### config.mk
export PLATFORM = sky130hd
export DESIGN_NAME = seg_display_top
export DESIGN_NICKNAME = d
export VERILOG_FILES = /design/src/rtl/seg_pkg.sv /design/src/rtl/seg_digit_dec.sv /design/src/rtl/seg_pwm_gen.sv /design/src/rtl/seg_display_top.sv
export SDC_FILE = /design/constraint.sdc
export NUM_CORES = 1
export LEC_CHECK = 0
export ABC_CLOCK_PERIOD_IN_PS = 2600
export BUFFER_PORTS_ARGS = -buffer_cell sky130_fd_sc_hd__clkbuf_2
export CAP_MARGIN = 10
export CORE_MARGIN = 4
export CORE_UTILIZATION = 46
export DETAILED_ROUTE_END_ITERATION = 8
export GPL_TIMING_DRIVEN = 0
export PLACE_DENSITY = 0.78
export SYNTH_ARGS = -nofsm -noshare
export SYNTH_HDL_FRONTEND = slang
export SYNTH_HIERARCHICAL = 1
export SYNTH_SLANG_ARGS = --single-unit
### constraint.sdc
create_clock -name clk -period 2.6 [get_ports clk]
set_clock_uncertainty 0.15 [all_clocks]
set_input_delay 0.26 -clock clk [delete_from_list [all_inputs] [get_ports clk]]
set_output_delay 0.26 -clock clk [all_outputs]
set_load 0.05 [all_outputs]
### src/rtl/seg_pkg.sv
package seg_pkg;
  localparam int BCD_W = 4;
  localparam int SEG_W = 7;

  typedef logic [SEG_W-1:0] seg_t;  // bit 0 = a ... bit 6 = g

  // Active-high map of lit segments for each code.
  function automatic seg_t glyph_lit(input logic [BCD_W-1:0] code);
    seg_t m;
    case (code)
      4'd0:    m = 7'b0111111;
      4'd1:    m = 7'b0000110;
      4'd2:    m = 7'b1011011;
      4'd3:    m = 7'b1001111;
      4'd4:    m = 7'b1100110;
      4'd5:    m = 7'b1101101;
      4'd6:    m = 7'b1111100;
      4'd7:    m = 7'b0000111;
      4'd8:    m = 7'b1111111;
      4'd9:    m = 7'b1100111;
      4'd10:   m = 7'b1011000;
      4'd11:   m = 7'b1001100;
      4'd12:   m = 7'b1100010;
      4'd13:   m = 7'b1101001;
      4'd14:   m = 7'b1111000;
      default: m = 7'b0000000;
    endcase
    return m;
  endfunction
endpackage

### src/rtl/seg_digit_dec.sv
module seg_digit_dec
  import seg_pkg::*;
(
  input  logic [BCD_W-1:0] code,
  input  logic             lamp_test_n,
  input  logic             blank_n,
  input  logic             rb_in_n,
  output seg_t             seg_n,
  output logic             rb_out_n
);
  logic zero_hit;

  always_comb begin
    zero_hit = lamp_test_n & ~rb_in_n & (code == '0);
    rb_out_n = ~zero_hit;
    // Priority: forced blank, then lamp test, then zero suppression.
    if (!blank_n)          seg_n = '1;
    else if (!lamp_test_n) seg_n = '0;
    else if (zero_hit)     seg_n = '1;
    else                   seg_n = ~glyph_lit(code);
  end
endmodule

### src/rtl/seg_pwm_gen.sv
module seg_pwm_gen #(
  parameter int CNT_W = 8
) (
  input  logic             clk,
  input  logic             rst_n,
  input  logic [CNT_W-1:0] duty,
  output logic             pwm_on
);
  logic [CNT_W-1:0] cnt_q, cnt_d;
  logic             cnt_en;

  always_comb begin
    cnt_en = 1'b1;
    cnt_d  = cnt_q + 1'b1;
  end

  always_ff @(posedge clk or negedge rst_n) begin
    if (!rst_n)      cnt_q <= '0;
    else if (cnt_en) cnt_q <= cnt_d;
  end

  assign pwm_on = (cnt_q < duty);
endmodule

### src/rtl/seg_display_top.sv
module seg_display_top
  import seg_pkg::*;
#(
  parameter int NUM_DIGITS = 4,
  parameter int DUTY_W     = 8
) (
  input  logic                        clk,
  input  logic                        rst_n,
  input  logic                        lamp_test_n,
  input  logic                        blank_n,
  input  logic [DUTY_W-1:0]           duty,
  input  logic [NUM_DIGITS*BCD_W-1:0] bcd,
  output logic [NUM_DIGITS*SEG_W-1:0] seg_n,
  output logic [NUM_DIGITS-1:0]       rb_out_n
);
  localparam int MSD = NUM_DIGITS - 1;

  // Reset: asserted at once, released through two flops.
  logic rst_meta_q, rst_sync_q;
  always_ff @(posedge clk or negedge rst_n) begin
    if (!rst_n) begin
      rst_meta_q <= 1'b0;
      rst_sync_q <= 1'b0;
    end else begin
      rst_meta_q <= 1'b1;
      rst_sync_q <= rst_meta_q;
    end
  end

  logic pwm_on;
  seg_pwm_gen #(.CNT_W(DUTY_W)) pwm_i (
    .clk    (clk),
    .rst_n  (rst_sync_q),
    .duty   (duty),
    .pwm_on (pwm_on)
  );

  logic eff_blank_n;
  assign eff_blank_n = blank_n & pwm_on;

  logic [NUM_DIGITS-1:0] rb_in_n;

  for (genvar i = 0; i < NUM_DIGITS; i++) begin : g_digit
    if (i == 0) begin : g_lsd
      assign rb_in_n[i] = 1'b1;
    end else if (i == MSD) begin : g_msd
      assign rb_in_n[i] = 1'b0;
    end else begin : g_mid
      assign rb_in_n[i] = rb_out_n[i+1];
    end

    seg_digit_dec dec_i (
      .code        (bcd[i*BCD_W +: BCD_W]),
      .lamp_test_n (lamp_test_n),
      .blank_n     (eff_blank_n),
      .rb_in_n     (rb_in_n[i]),
      .seg_n       (seg_n[i*SEG_W +: SEG_W]),
      .rb_out_n    (rb_out_n[i])
    );
  end
endmodule

==> impl_metrics.tcl <==
set metrics [dict create \
    synthArstFlopShare_pct 100 \
    use_met2_pct 38.9 \
    die_h_microns 68.0 \
    reg2reg_slack_ns 1.41 \
    p_leak_nw 1.26 \
    r2r_start "pwm_i/cnt_q[0]" \
    yosys.cell_types.count 35 \
    gr-usage-met3_pct 1.48 \
    remaining_drc_errors 0 \
    fin_ws_ns -0.292 \
    vias 1714 \
    clk_latency_ns 0.26 \
    portBuffers 54 \
    cts_tree "built" \
    ctsHtreeMaxLevel 1 \
    grt_antenna_before_repair 0 \
    place_congestion 0.852 \
    r2r_cells 3 \
    yosys_warnings 6 \
    start_util_pct 48.5 \
    setup_viol 18 \
    startpoint_type "input port" \
    core_area_sq_um 3420 \
    final_cell_mix "30 x ha_1, 27 x clkbuf_2, 22 x inv_1" \
    maxSlewViolCount 0 \
    syn_area_sq_um 1660 \
    critical_path_class "in2out" \
    drv_cap 0 \
    synth_cells 205 \
    synth.avg_cell_area_sq_um 8.07 \
    grt_pass1_wl_microns 6880 \
    dp_hpwl_microns 3080 \
    min_period_ns 2.89 \
    antenna-diode-count 0 \
    power.total_mw 0.765 \
    synth_ff_type "dfrtp_1" \
    required_ns 2.19 \
    hold_path.class "in2async" \
    finalWirelength_microns 4580 \
    clk_pin_slew_ns 0.05 \
    io_pins 60 \
    synth_top_area_share_pct 24.2 \
    synth-edff-count 0 \
    cp_max_fo 7 \
    yosysTopAreaCell "ha_1" \
    drt_iter0_drc 41 \
    final_cells 326 \
    cts_buffers 3 \
    holdWs_ns 0.171 \
    groute.usage.overall_pct 18.8 \
    worstSetupEndpointType "primary output" \
    syn_to_final_growth_pct 58.2 \
    synth.yosys.seq_area_share_pct 15.1 \
    antenna_left 0 \
    dp.cells 307 \
    hold_violations 0 \
    max_freq_ghz 0.346 \
    drive_gt1_share_pct 44.6 \
    clk_path_buf_depth 2 \
    timing.rr.end "pwm_i/cnt_q[6]" \
    outcome "finished with violations" \
    fp.dieW_microns 68.0 \
    post-route-period-util_pct 111 \
    grt-busiest-layer "met2" \
    power-per-cell-area_nw_per_um2 292 \
    cp.arrival_ns 2.48 \
    dieArea_sq_um 4620 \
    grt_max_degree 13 \
    violations "negative setup slack" \
    root_buffer "clkbuf_4" \
    ir_worst_vdd_mv 0.214 \
    ys_ff_latch 10 \
    first_pass_iters 4 \
    fp-row-count 21 \
    vias_per_cell 5.26 \
    avgRoutedWirePerCell_microns 14.0 \
    rsz0062_at_grt "yes" \
    synth.area.top_cells "ha_1 24%, dfrtp_1 15%, inv_1 5.4%" \
    nets 342 \
    use_met1_pct 19.6 \
    grt_pass1_vias 1628 \
    cts.sinks 10 \
    final_common_cell "ha_1" \
    grt_overflow_total 0 \
]
[how the worst max path moves through the flow]
stage / from / endpoint / slack, ns / depth (start not counted)
floorplan: bcd[15] / seg_n[12] / -0.76 / 7
global placement: bcd[13] / seg_n[12] / -0.90 / 11
detailed placement: bcd[13] / seg_n[12] / -0.91 / 11
CTS: bcd[13] / seg_n[13] / -0.39 / 10
global route: bcd[9] / seg_n[12] / -0.36 / 9
finish: bcd[13] / seg_n[12] / -0.29 / 10
[report_power, final]
part	switching (mW)	internal [mW]	total [mW]
clock	0.0454	0.0530	0.0985
sequential	0.000342	0.157	0.158
combinational	0.313	0.196	0.509
[final cells by class]
| type | count | area [sq um] |
|---|---|---|
| multi-input cells | 163 | 1460 |
| fillers | 219 | 797 |
| repair buffers | 72 | 642 |
| flip-flops and latches | 10 | 253 |
| inverters | 24 | 110 |
| plain buffers | 8 | 72.6 |
| well taps | 46 | 57.6 |
| clock buffers | 3 | 22.5 |
[layer usage]
metal	vias to the layer above	share of wire [%]
met1	800	39
met3	6	5.2
met4	0	1.5
li1	860	-
met2	48	54
met5	-	0
[worst max-delay path: stages]
cell and delay (ns):
clkbuf_16 0.13, clkinv_8 0.04, ha_4 0.13, nand2_2 0.05, or4_4 0.42, or4_4 0.43, or4_4 0.43, and2_4 0.21
a31oi_4 0.20, buf_8 0.16
[sequential cells by signal (all words and copies together) (netlist names)]
name and flops:
rst_meta_q 1, pwm_i/cnt_q 8, rst_sync_q 1
[cells by family after synthesis]
family,after synthesis,share of synthesized area [%]
AOI/OAI and AO/OA,52,19.1
xor gates and xnor gates,6,3.17
adders and majority gates,32,24.2
buffers and inverters,34,10.6
DFF,10,15.1
muxes,8,6.35
other,2,0.454
and+or+nand+nor,61,21.0
[per-stage QoR]
step / setup WS (ns) / utilization (%) / TNS (ns) / instance area (sq um)
after floorplan: -0.755 / - / -4.73 / 1790
after global placement: -0.899 / 61.9 / -8.21 / 2110
after detailed placement: -0.913 / 61.9 / -9.25 / 2110
after CTS: -0.389 / 70.5 / -8.49 / 2410
after global routing: -0.360 / 76.7 / -4.24 / 2620
final: -0.292 / 76.7 / -1.99 / 2620
[cells in the mapped netlist (5+ instances only)]
library cell,n
a21oi_1,10
ha_1,32
inv_1,24
nor2b_1,13
dfrtp_1,10
buf_6,6
nand2_1,16
o21ai_0,16
xnor2_1,5
mux2i_1,6
nand3_1,5
a31oi_1,10
[timing repair]
action,in CTS,in global routing
hold endpoints to repair,10,0
cloned,0,0
pin swaps,6,6
hold buffers,2,0
gates resized for setup,51,61
setup endpoints to repair,29,29
setup buffers,9,7
No activity file was read; power rests on OpenSTA's default activity.
